==> config.mk <==
export PLATFORM = sky130hd
export DESIGN_NAME = rdr_timeout_timer
export DESIGN_NICKNAME = d
export VERILOG_FILES = /design/src/rtl/rtt_pkg.sv /design/src/rtl/rtt_regs.sv /design/src/rtl/rtt_trigger.sv /design/src/rtl/rtt_prescaler.sv /design/src/rtl/rtt_counter.sv /design/src/rtl/rdr_timeout_timer.sv
export SDC_FILE = /design/constraint.sdc
export NUM_CORES = 1
export LEC_CHECK = 0
export ABC_AREA = 1
export BUFFER_PORTS_ARGS = -buffer_cell sky130_fd_sc_hd__buf_2
export CAP_MARGIN = 20
export CORE_ASPECT_RATIO = 2
export CORE_MARGIN = 2
export CORE_UTILIZATION = 55
export CTS_BUF_LIST = sky130_fd_sc_hd__clkbuf_2 sky130_fd_sc_hd__clkbuf_4 sky130_fd_sc_hd__clkbuf_8
export CTS_CLUSTER_SIZE = 24
export DETAILED_ROUTE_END_ITERATION = 6
export HOLD_SLACK_MARGIN = 0.02
export PLACE_DENSITY = 0.75
export SLEW_MARGIN = 20
export SYNTH_ARGS = -nofsm -noshare
export SYNTH_HDL_FRONTEND = slang
export SYNTH_SLANG_ARGS = --single-unit
==> constraint.sdc <==
create_clock -name clk_i -period 2.3 [get_ports clk_i]
set_input_delay 0.46 -clock clk_i [delete_from_list [all_inputs] [get_ports clk_i]]
set_output_delay 0.46 -clock clk_i [all_outputs]
set_load 0.02 [all_outputs]
==> src/rtl/rtt_pkg.sv <==
package rtt_pkg;
  localparam logic [1:0] ADDR_CLK = 2'd0;
  localparam logic [1:0] ADDR_RLD = 2'd1;
  localparam logic [1:0] ADDR_TRG = 2'd2;
  localparam logic [1:0] ADDR_CMD = 2'd3;

  localparam int CMD_CLR_BIT   = 0;
  localparam int CMD_START_BIT = 1;
  localparam int CMD_STOP_BIT  = 2;
  localparam int AUTO_BIT      = 7;

  typedef struct packed {
    logic stop_rx_end;
    logic stop_rx_beg;
    logic start_tx_end;
    logic start_tx_beg;
  } trig_en_t;
endpackage

==> src/rtl/rtt_regs.sv <==
module rtt_regs
  import rtt_pkg::*;
#(
  parameter int DATA_W = 8,
  parameter int CNT_W  = 8,
  parameter int EXP_W  = 4
) (
  input  logic              clk_i,
  input  logic              rst_ni,
  input  logic              we_i,
  input  logic [1:0]        addr_i,
  input  logic [DATA_W-1:0] wdata_i,
  output logic [EXP_W-1:0]  exp_o,
  output logic              auto_o,
  output logic [CNT_W-1:0]  reload_o,
  output trig_en_t          trig_o,
  output logic              cmd_start_o,
  output logic              cmd_stop_o,
  output logic              cmd_clr_o
);
  logic cmd_we;

  always_ff @(posedge clk_i or negedge rst_ni) begin
    if (!rst_ni) begin
      exp_o    <= '0;
      auto_o   <= 1'b0;
      reload_o <= '0;
      trig_o   <= '0;
    end else if (we_i) begin
      unique case (addr_i)
        ADDR_CLK: begin
          exp_o  <= wdata_i[EXP_W-1:0];
          auto_o <= wdata_i[AUTO_BIT];
        end
        ADDR_RLD: reload_o <= CNT_W'(wdata_i);
        ADDR_TRG: trig_o   <= trig_en_t'(wdata_i[3:0]);
        default: ;
      endcase
    end
  end

  // command bits act only in the cycle of the write
  assign cmd_we      = we_i && (addr_i == ADDR_CMD);
  assign cmd_start_o = cmd_we && wdata_i[CMD_START_BIT];
  assign cmd_stop_o  = cmd_we && wdata_i[CMD_STOP_BIT];
  assign cmd_clr_o   = cmd_we && wdata_i[CMD_CLR_BIT];
endmodule

==> src/rtl/rtt_trigger.sv <==
module rtt_trigger
  import rtt_pkg::*;
(
  input  trig_en_t en_i,
  input  logic     cmd_start_i,
  input  logic     cmd_stop_i,
  input  logic     tx_begin_i,
  input  logic     tx_end_i,
  input  logic     rx_begin_i,
  input  logic     rx_end_i,
  output logic     start_o,
  output logic     stop_o
);
  logic stop_any;

  assign stop_any = cmd_stop_i
                  | (en_i.stop_rx_beg & rx_begin_i)
                  | (en_i.stop_rx_end & rx_end_i);
  assign stop_o  = stop_any;
  // stop has priority over any start source
  assign start_o = !stop_any & (cmd_start_i
                  | (en_i.start_tx_beg & tx_begin_i)
                  | (en_i.start_tx_end & tx_end_i));
endmodule

==> src/rtl/rtt_prescaler.sv <==
module rtt_prescaler #(
  parameter int EXP_W = 4
) (
  input  logic             clk_i,
  input  logic             rst_ni,
  input  logic             start_i,
  input  logic             stop_i,
  input  logic             run_i,
  input  logic [EXP_W-1:0] exp_i,
  output logic             tick_o
);
  localparam int PRE_W = (1 << EXP_W) - 1;

  logic [PRE_W-1:0] pre_q;
  logic [EXP_W-1:0] exp_q;
  logic [PRE_W-1:0] limit;

  // 2^N - 1 from the exponent captured at start
  assign limit  = {PRE_W{1'b1}} >> (PRE_W - int'(exp_q));
  assign tick_o = run_i && !start_i && !stop_i && (pre_q == limit);

  always_ff @(posedge clk_i or negedge rst_ni) begin
    if (!rst_ni) begin
      pre_q <= '0;
      exp_q <= '0;
    end else if (start_i) begin
      pre_q <= '0;
      exp_q <= exp_i;
    end else if (run_i && !stop_i) begin
      pre_q <= tick_o ? '0 : pre_q + 1'b1;
    end
  end

  a_r2_full_first_period: assert property (@(posedge clk_i) disable iff (!rst_ni)
    start_i && !stop_i && (exp_i != '0) |=> !tick_o);
endmodule

==> src/rtl/rtt_counter.sv <==
module rtt_counter #(
  parameter int CNT_W = 8
) (
  input  logic             clk_i,
  input  logic             rst_ni,
  input  logic             start_i,
  input  logic             stop_i,
  input  logic             tick_i,
  input  logic             clr_i,
  input  logic             auto_i,
  input  logic [CNT_W-1:0] reload_i,
  output logic [CNT_W-1:0] count_o,
  output logic             running_o,
  output logic             expire_o,
  output logic             irq_o
);
  assign expire_o = tick_i && (count_o <= CNT_W'(1));

  always_ff @(posedge clk_i or negedge rst_ni) begin
    if (!rst_ni) begin
      count_o   <= '0;
      running_o <= 1'b0;
    end else if (stop_i) begin
      running_o <= 1'b0;
    end else if (start_i) begin
      running_o <= 1'b1;
      count_o   <= reload_i;
    end else if (tick_i) begin
      if (expire_o) begin
        if (auto_i) count_o <= reload_i;
        else begin
          count_o   <= '0;
          running_o <= 1'b0;
        end
      end else begin
        count_o <= count_o - 1'b1;
      end
    end
  end

  always_ff @(posedge clk_i or negedge rst_ni) begin
    if (!rst_ni)       irq_o <= 1'b0;
    else if (expire_o) irq_o <= 1'b1;
    else if (clr_i)    irq_o <= 1'b0;
  end

  a_r3_expire_sets_irq: assert property (@(posedge clk_i) disable iff (!rst_ni)
    expire_o |=> irq_o);
  a_r4_halt_without_auto: assert property (@(posedge clk_i) disable iff (!rst_ni)
    expire_o && !auto_i |=> !running_o && (count_o == '0));
  a_r4_reload_with_auto: assert property (@(posedge clk_i) disable iff (!rst_ni)
    expire_o && auto_i |=> running_o && (count_o == $past(reload_i)));
  a_r5_stop_holds_count: assert property (@(posedge clk_i) disable iff (!rst_ni)
    stop_i |=> !running_o && $stable(count_o));
  a_r11_start_loads: assert property (@(posedge clk_i) disable iff (!rst_ni)
    start_i && !stop_i |=> running_o && (count_o == $past(reload_i)));
  a_r9_hold_between_ticks: assert property (@(posedge clk_i) disable iff (!rst_ni)
    !tick_i && !start_i && !stop_i |=> $stable(count_o));
  a_r8_no_start_on_stop: assert property (@(posedge clk_i) disable iff (!rst_ni)
    !(start_i && stop_i));
endmodule

==> src/rtl/rdr_timeout_timer.sv <==
module rdr_timeout_timer
  import rtt_pkg::*;
#(
  parameter int DATA_W = 8,
  parameter int CNT_W  = 8,
  parameter int EXP_W  = 4
) (
  input  logic              clk_i,
  input  logic              rst_ni,
  input  logic              reg_we_i,
  input  logic [1:0]        reg_addr_i,
  input  logic [DATA_W-1:0] reg_wdata_i,
  input  logic              tx_begin_i,
  input  logic              tx_end_i,
  input  logic              rx_begin_i,
  input  logic              rx_end_i,
  output logic [CNT_W-1:0]  count_o,
  output logic              running_o,
  output logic              irq_o
);
  logic [EXP_W-1:0] exp_cfg;
  logic             auto_cfg;
  logic [CNT_W-1:0] reload_cfg;
  trig_en_t         trig_cfg;
  logic             cmd_start, cmd_stop, cmd_clr;
  logic             start_ev, stop_ev, tick, expire;

  rtt_regs #(.DATA_W(DATA_W), .CNT_W(CNT_W), .EXP_W(EXP_W)) u_regs (
    .clk_i, .rst_ni,
    .we_i(reg_we_i), .addr_i(reg_addr_i), .wdata_i(reg_wdata_i),
    .exp_o(exp_cfg), .auto_o(auto_cfg), .reload_o(reload_cfg), .trig_o(trig_cfg),
    .cmd_start_o(cmd_start), .cmd_stop_o(cmd_stop), .cmd_clr_o(cmd_clr)
  );

  rtt_trigger u_trig (
    .en_i(trig_cfg), .cmd_start_i(cmd_start), .cmd_stop_i(cmd_stop),
    .tx_begin_i, .tx_end_i, .rx_begin_i, .rx_end_i,
    .start_o(start_ev), .stop_o(stop_ev)
  );

  rtt_prescaler #(.EXP_W(EXP_W)) u_pre (
    .clk_i, .rst_ni, .start_i(start_ev), .stop_i(stop_ev),
    .run_i(running_o), .exp_i(exp_cfg), .tick_o(tick)
  );

  rtt_counter #(.CNT_W(CNT_W)) u_cnt (
    .clk_i, .rst_ni, .start_i(start_ev), .stop_i(stop_ev), .tick_i(tick),
    .clr_i(cmd_clr), .auto_i(auto_cfg), .reload_i(reload_cfg),
    .count_o, .running_o, .expire_o(expire), .irq_o
  );

  a_r10_irq_sticky: assert property (@(posedge clk_i) disable iff (!rst_ni)
    irq_o && !cmd_clr |=> irq_o);
  a_r7_stop_trigger: assert property (@(posedge clk_i) disable iff (!rst_ni)
    trig_cfg.stop_rx_end && rx_end_i |=> !running_o);
endmodule

==> results of run 1 <==
-- final timing paths --
kind,endpoint,startpoint,slack (ps)
min,u_regs.reload_o[6],reg_wdata_i[6],390
min in group asynchronous,u_regs.trig_o[1],rst_ni,510
max in group asynchronous,u_regs.reload_o[5],rst_ni,1260
max,u_cnt.count_o[5],u_pre.exp_q[1],200
min reg2reg,u_regs.exp_o[0],u_regs.exp_o[0],490
max reg2reg,u_cnt.count_o[5],u_pre.exp_q[1],200
-- cells in the final DEF, fill, tap and decap left out, drive strengths merged --
cell type / instances
nand2: 122
mux2i: 3
buf: 40
inv: 43
dfrtp: 46
nor3: 4
xor2: 10
ha: 3
o21bai: 1
nand3b: 1
nor4: 2
nand4: 8
o21ai: 25
a211oi: 3
o21a: 6
nand3: 43
mux2: 3
xnor2: 4
nor2: 53
or2: 2
a21oi: 12
a31oi: 2
clkbuf: 7
dlygate4sd3: 1
clkinv: 1
-- cells in the mapped netlist (all sizes together) --
cell	number
a211oi	3
a21oi	12
a31oi	2
buf	7
clkbuf	6
dfrtp	46
ha	3
inv	43
mux2	3
mux2i	3
nand2	122
nand3	43
nand3b	1
nand4	8
nor2	53
nor3	4
nor4	2
o21a	6
o21ai	25
o21bai	1
or2	2
xnor2	4
xor2	10
-- power breakdown --
group	internal (mW)	switching (mW)
logic	0.567	0.977
registers	0.987	0.241
clock network	0.254	0.266
total	1.81	1.49
-- kinds of logic after synthesis --
kind of cell	synth area share, %
compound gates	9.38
xor+xnor	4.16
flops	39.0
buf+inv	8.49
fa+ha+maj	1.27
simple gates	35.5
mux	2.16
-- worst max-delay path, stage by stage (launching register included) --
cell and delay, ps:
dfrtp_1 440, buf_4 180, nand2_1 100, nand3_1 130
o21ai_0 110, nor2_1 120, nand3b_1 120, nor2_2 150
buf_4 150, nand3_1 130, nand2_1 110, nand3_1 60
nand2_1 90, nand2_1 70
-- layout make-up --
class,count,area share (%)
clock buffers,7,2.74
repair buffers,41,7.47
well taps,58,2.21
clock inverters,1,0.152
multi-input cells,307,47.4
inverters,43,4.92
flip-flops and latches,46,35.1
-- repair_timing --
item | in CTS | in global routing
gates resized for setup | 0 | 3
hold endpoints to repair | 6 | 0
hold buffers | 1 | 0
endpoints found under the setup margin | 0 | 5
-- layer usage --
metal	up-vias	track usage [%]	routed length, µm
li1	1385	-	-
met2	82	51.5	4160
met3	35	3.85	227
met5	-	0	0
met4	0	18.6	436
met1	1291	26.9	2670
-- state kept, by name, indices dropped and copies added, names as in the netlist --
name / flops
u_cnt.irq_o: 1
u_pre.exp_q: 4
u_pre.pre_q: 15
u_regs.trig_o: 4
u_cnt.count_o: 8
u_regs.auto_o: 1
u_regs.reload_o: 8
u_regs.exp_o: 4
u_cnt.running_o: 1
-- metrics by stage --
step / hold WS [ps] / setup WS, ps / util (%) / power [mW]
final: 390 / 197 / 63.9 / 3.29
after global routing: 391 / 17.7 / 63.9 / 3.55
after floorplan: 164 / 476 / - / 2.35
after global placement: 303 / 159 / 61.7 / 2.74
after detailed placement: 305 / 127 / 61.7 / 2.77
after CTS: 378 / 170 / 63.7 / 3.29
==> flow_summary.toml, run 1 <==
[outcome]
outcome = "finished clean"

[timing]
hold_viol = 0
rsz0062_at_grt = "false"
layout_worst_path_cycle_share_pct = 91.4
drv_slew = 0
setup_tns_ps = 0
setup_viol_count_final = 0
fin_crit_ps = 2100
max-slew-margin-rel_pct = 61.6
worstMarginPinSlew_ps = 571
fin_skew_ps = 13.7
max_freq_mhz = 476

[die]
fp-row-count = 37
coreArea_mm2 = 0.00514
initial_core_util_pct = 57.4
io_pins = 27
die_x_um = 55.8
die_h_um = 108
die-area_mm2 = 0.00600

[detailed_routing]
vias = 2793
drt_iter0_markers = 130
wire_per_inst_um = 14.9
routed_wirelength_um = 7490
drtAntennaViolNets = 0
viasPerCell = 5.55
drc = 0
firstDrtPassIters = 4

[synth]
synth_warnings = 0
syn_nets = 429
yosys_register_bits = 46
synth_cells = 409
ys_types = 31
synth.area.top_cells = "dfrtp_1, nand2_1, nand3_1, nor2_1, inv_1"
yosys.area.top_type = "dfrtp_1"
ys_seq_area_share_pct = 39.0
syn_avg_cell_area_um2 = 7.21
synth_area_mm2 = 0.00295
yosysTopAreaCellShare_pct = 39.0

[worst_setup_path]
rr_worst_depth = 13
arrival_ps = 2290
end_kind = "flop"
cp_max_fo = 5
required_ps = 2480
startpoint_type = "flop"
critPathKind = "flop to flop"

[cells_and_area]
layout-drive-gt1-share_pct = 16.4
nNetsFinal = 464
diodes = 0
fillers = 493
syn2layout_area_growth_pct = 11.3
multi_input_area_mm2 = 0.00156
stdcell_count = 503
register_area_mm2 = 0.00115
fin_area_mm2 = 0.00328

[clocking]
cts_root_buf = "clkbuf_8"
cts_tree = "built"
clock_sinks = 46
numCtsBuffers = 5
clk_path_buf_depth = 2
cts-htree-levels = 2
clock_latency_ps = 310
clk_pin_slew_ps = 80
post_cts_buffers = 0

[min_path]
hold_class = "primary input to flop"
holdPathStages = 2

[global_routing]
track_usage_pct = 27.5
grt_max_degree = 23
grt_remaining_overflow = 0
grt_pass1_wl_um = 12700
grt_pass1_vias = 2873
antenna_found_initial = 0

[place]
place_area_mm2 = 0.00317
dp_hpwl_um = 5930
io_buffer_count = 26
gp_congestion = 1.02
dp.cells = 494

[job]
cap_violations = 0

[pwr]
power_leakage_nw = 1.65
power_density_mw_per_mm2 = 1000
vdd_drop_max_mv = 0.738
No activity file was read; power rests on OpenSTA's default activity.
==> run 2: changes to the inputs <==
- clock period: 2.3 -> 2.2 ns (I/O delays scaled with it)
==> run 2 against run 1 <==
Fmax rose by 4.1%. Wire length fell by 1.1%. Non-clock buffer count rose by 2. Global-route usage rose by 0.34 points. Combinational power rose by 8%. Setup slack got worse by 17 ps. Register-to-register slack got worse by 20 ps. Count of clock-buffer cells in the layout fell by 2. Cell area rose by 0.69%. Largest power group unchanged. Flip-flop and latch count did not move. Worst hold slack got worse by 180 ps. Core utilization rose by 0.44 points.
==> flow_summary.toml, run 2 (synthesized netlist as in run 1, its figures left out) <==
[worst_setup_path]
cpMostUsedCell = "nor2_1"
arrival_ps = 2230
end_kind = "flop"
cp.depth = 9
cp_max_fo = 4
startpoint_type = "flop"
startpoint = "u_pre.pre_q[0]"
worstReg2RegStart = "u_pre.pre_q[0]"
rr_worst_depth = 9
required_ps = 2410
crit_chain = "ha_1, nand3_1, nor3_1, nand3_1, nor2_1, nand2_1, nor2_1, xor2_1, nor2_1"
critPathKind = "flop to flop"
crit_family = "simple AND/OR/NAND/NOR gates"
cpPeakStageDelay_ps = 410
cpMaxStageDelayCell = "dfrtp_1"
crit_buf_inv = 0

[timing]
setup_viol_count_final = 0
max-slew-margin-rel_pct = 60.9
drv_slew = 0
max_freq_mhz = 495
setup_tns_ps = 0
rsz0062_at_grt = "false"
fin_skew_ps = 10.0
layout_worst_path_cycle_share_pct = 91.8
fin_crit_ps = 2020
whs_ps = 210
hold_viol = 0
worstMarginPinSlew_ps = 586

[cells_and_area]
diodes = 0
stdcell_count = 505
largest-register = "u_pre.pre_q"
top_regs = "u_pre.pre_q: 15 flops, u_cnt.count_o: 8 flops, u_regs.reload_o: 8 flops"
final_common_cell = "nand2_1"
syn2layout_area_growth_pct = 12.1
postLayoutCoreUtil_pct = 64.3
largest_register_ffs = 15
fillers = 503
layout-drive-gt1-share_pct = 17.2
most-common-layout-cells = "nand2_1, nor2_1, nand3_1, dfrtp_1, inv_1"
nNetsFinal = 466

[pwr]
power_density_mw_per_mm2 = 1050
power_leakage_nw = 1.65
vdd_drop_max_mv = 0.917

[detailed_routing]
vias = 2727
drt_iter0_markers = 84
met1_length_um = 2650
drc = 0
routed-wl-met2_um = 4080
viasPerCell = 5.40
wl_met3_um = 166
drtAntennaViolNets = 0
top_layer_used = "met4"
firstDrtPassIters = 4
routed_wirelength_um = 7400
wire_per_inst_um = 14.7

[clocking]
cts_hold_buf = 0
cts-htree-levels = 2
clock_latency_ps = 310
cts_tree = "built"
clk_pin_slew_ps = 90
clock_sinks = 46
cts_root_buf = "clkbuf_8"
clk_path_buf_depth = 2
numCtsBuffers = 5

[die]
die_h_um = 108
die_x_um = 55.8
die-area_mm2 = 0.00600
coreArea_mm2 = 0.00514
io_pins = 27
initial_core_util_pct = 57.4
fp-row-count = 37

[place]
dp.cells = 495
io_buffer_count = 26
dp_hpwl_um = 5850
gp_congestion = 0.980

[global_routing]
grt_pass1_vias = 2851
grt_pass1_wl_um = 12700
grt_max_degree = 47
antenna_found_initial = 0
track_usage_pct = 27.8
grt_remaining_overflow = 0

[min_path]
hold_class = "primary input to async pin"

[outcome]
outcome = "finished clean"

[job]
cap_violations = 0
-- run 2: where the power goes --
group	switching [mW]	total, mW	internal (mW)
logic	1.03	1.66	0.635
registers	0.241	1.28	1.04
clock network	0.309	0.538	0.229
-- run 2: path summary, 6_finish.rpt --
kind                                      end  slack [ps]
max                           u_pre.pre_q[12]         180
max in group asynchronous      u_pre.exp_q[1]        1570
min reg2reg                  u_regs.trig_o[1]         500
min in group clk_i         u_regs.reload_o[6]         370
max reg2reg                   u_pre.pre_q[12]         180
min                          u_regs.trig_o[0]         210
-- run 2: per-layer routing --
metal	vias to the layer above	GRT usage, %
met5	-	0
met4	0	21.3
met3	33	3.37
met2	59	52.0
met1	1248	26.7
li1	1387	-
-- run 2: through the flow --
stage                     power [mW]  setup slack (ps)  area [µm²]
after floorplan                 2.46               376        2950
after global placement          2.90               154        3190
after detailed placement        2.93               126        3190
after CTS                       3.48               111        3280
after global routing            3.78              7.97        3310
final                           3.48               180        3310
-- run 2: area by class of cell --
| class | count | area [µm²] | share of cell area, % |
|---|---|---|---|
| tap | 58 | 72.6 | 2.20 |
| timing repair buffer | 43 | 270 | 8.18 |
| sequential | 46 | 1150 | 34.9 |
| clock buffer | 5 | 68.8 | 2.08 |
| inverter | 43 | 161 | 4.88 |
| multi-input combinational | 307 | 1550 | 47.0 |
| clock inverter | 3 | 25.0 | 0.757 |
-- run 2: worst register-to-register path: stages, from the launching register on --
cell and delay, ps:
dfrtp_1 410, ha_1 200, nand3_1 100, nor3_1 300
nand3_1 210, nor2_1 220, nand2_1 120, nor2_1 130
xor2_1 170, nor2_1 60
-- run 2: what timing repair did --
| item | in CTS | in global routing |
|---|---|---|
| endpoints found under the setup margin | 0 | 10 |
| gates resized for setup | 0 | 4 |
| setup buffers | 0 | 2 |
==> run 3: changes to the inputs <==
- CORE_ASPECT_RATIO: 2 -> unset
==> run 3 against run 2 <==
Final cell count rose by 2.8%. Flip-flop and latch count did not move. Core utilization rose by 0.91 points. Critical path type unchanged.
==> flow_summary.toml, run 3 (synthesized netlist as in run 1, its figures left out) <==
[outcome]
outcome = "finished clean"

[cells_and_area]
syn2layout_area_growth_pct = 13.7
multi_input_area_mm2 = 0.00156
diodes = 0
postLayoutCoreUtil_pct = 65.2
top_regs = "u_pre.pre_q: 15 flops, u_cnt.count_o: 8 flops, u_regs.reload_o: 8 flops"
final_common_cell = "nand2_1"
largest_register_ffs = 15
layout-drive-gt1-share_pct = 18.3
largest-register = "u_pre.pre_q"
nNetsFinal = 468
most-common-layout-cells = "nand2_1, nor2_1, dfrtp_1"
stdcell_count = 519
fillers = 491
register_area_mm2 = 0.00115

[clocking]
cts_tree = "built"
cts_hold_buf = 0
cts-htree-levels = 2
clk_path_buf_depth = 2
clk_pin_slew_ps = 90
clock_sinks = 46
cts_root_buf = "clkbuf_8"
clock_latency_ps = 300
numCtsBuffers = 5

[detailed_routing]
vias = 2744
viasPerCell = 5.29
drc = 0
wire_per_inst_um = 13.4
routed_wirelength_um = 6960
drt_iter0_markers = 141
drtAntennaViolNets = 0
firstDrtPassIters = 5

[place]
gp_congestion = 0.934
io_buffer_count = 26
dp_hpwl_um = 5140
dp.cells = 506

[timing]
layout_worst_path_cycle_share_pct = 93.1
setup_tns_ps = 0
hold_viol = 0
rsz0062_at_grt = "false"
drv_slew = 0
max-slew-margin-rel_pct = 61.3
max_freq_mhz = 488
worstMarginPinSlew_ps = 581
fin_crit_ps = 2050
setup_viol_count_final = 0
whs_ps = 216
fin_skew_ps = 9.57

[pwr]
p_sw_share_pct = 43.6
seqPwrFrac_pct = 36.5
pwr-share-comb_pct = 46.3
power_leakage_nw = 1.68
power_density_mw_per_mm2 = 1040
vdd_drop_max_mv = 0.710
p_int_mw = 1.97
power_mw = 3.50
clkPwrFrac_pct = 17.1
p_switching_mw = 1.53

[die]
die_x_um = 77.2
coreArea_mm2 = 0.00514
fp-row-count = 26
io_pins = 27
die_h_um = 77.2
die-area_mm2 = 0.00596
initial_core_util_pct = 57.4

[worst_setup_path]
rr_endpoint = "u_cnt.count_o[5]"
rr_worst_depth = 14
end_kind = "flop"
required_ps = 2440
cp_max_fo = 6
arrival_ps = 2280
r2r_setup_slack_ps = 150
critPathKind = "flop to flop"
worstReg2RegStart = "u_pre.exp_q[1]"
startpoint_type = "flop"

[global_routing]
grt_remaining_overflow = 0
track_usage_pct = 25.1
antenna_found_initial = 0
grt_max_degree = 47
grt_pass1_wl_um = 12000
grt_pass1_vias = 2629

[min_path]
hold_class = "primary input to async pin"

[job]
cap_violations = 0
run 3: cell count changes in the layout (fill, tap and decap cells not counted), moves of 2 or more:
cell / previous run / this run
nand2_1: 116 / 114
buf_4: 16 / 18
nand2_2: 5 / 7
clkbuf_8: 5 / 8
run 3: worst max path at each step:
| stage | start | end | slack (ps) |
|---|---|---|---|
| 3_3_place_gp | reg_we_i | u_cnt.running_o | 80 |
| 4_1_cts | u_pre.exp_q[2] | u_cnt.count_o[7] | 130 |
| 5_1_grt | u_pre.pre_q[0] | u_pre.pre_q[12] | 10 |
| 6_report | u_pre.exp_q[1] | u_cnt.count_o[5] | 150 |
| 2_1_floorplan | u_cnt.count_o[0] | u_cnt.count_o[1] | 380 |
| 3_5_place_dp | reg_we_i | u_cnt.running_o | 100 |
run 3: per-layer routing:
layer	GRT usage (%)	share of wire (%)
met2	40.0	47
met5	0	0
met1	33.4	45
met4	11.8	2.5
met3	4.24	4.7
run 3: final cells by class:
class	count	area share [%]
multi-input combinational	307	46.6
sequential	46	34.4
timing repair buffer	45	8.25
inverter	43	4.81
clock buffer	8	3.28
tap	70	2.61
run 3: stage by stage:
step	worst slack (ps)	cell area, µm²
finish	153	3350
global route	11.7	3350
CTS	131	3290
detailed placement	104	3180
global placement	80.0	3180
floorplan	376	2950
run 3: repair_timing:
item | 4_1_cts | 5_1_grt
buffers inserted | 0 | 5
endpoints found under the setup margin | 0 | 12
resized for setup | 0 | 8
run 3: critical path, cell delays in order, from the launching register on:
cell and delay [ps]:
dfrtp_1 410, buf_4 180, nor2_4 170, nand2_2 90, nand2_2 80, nand4_1 100
nor2_2 150, nand2_1 110, nor2_4 150, buf_4 140, buf_4 100, nand4_1 80
nand3_1 120, nand2_1 50, nand2_1 50
run 3: power groups by stage:
stage	registers, mW	clock network, mW	logic, mW
after floorplan	1.30	0	1.16
after global placement	1.28	0	1.54
after detailed placement	1.29	0	1.56
after CTS	1.27	0.612	1.57
after global routing	1.31	0.644	1.83
final	1.28	0.600	1.62
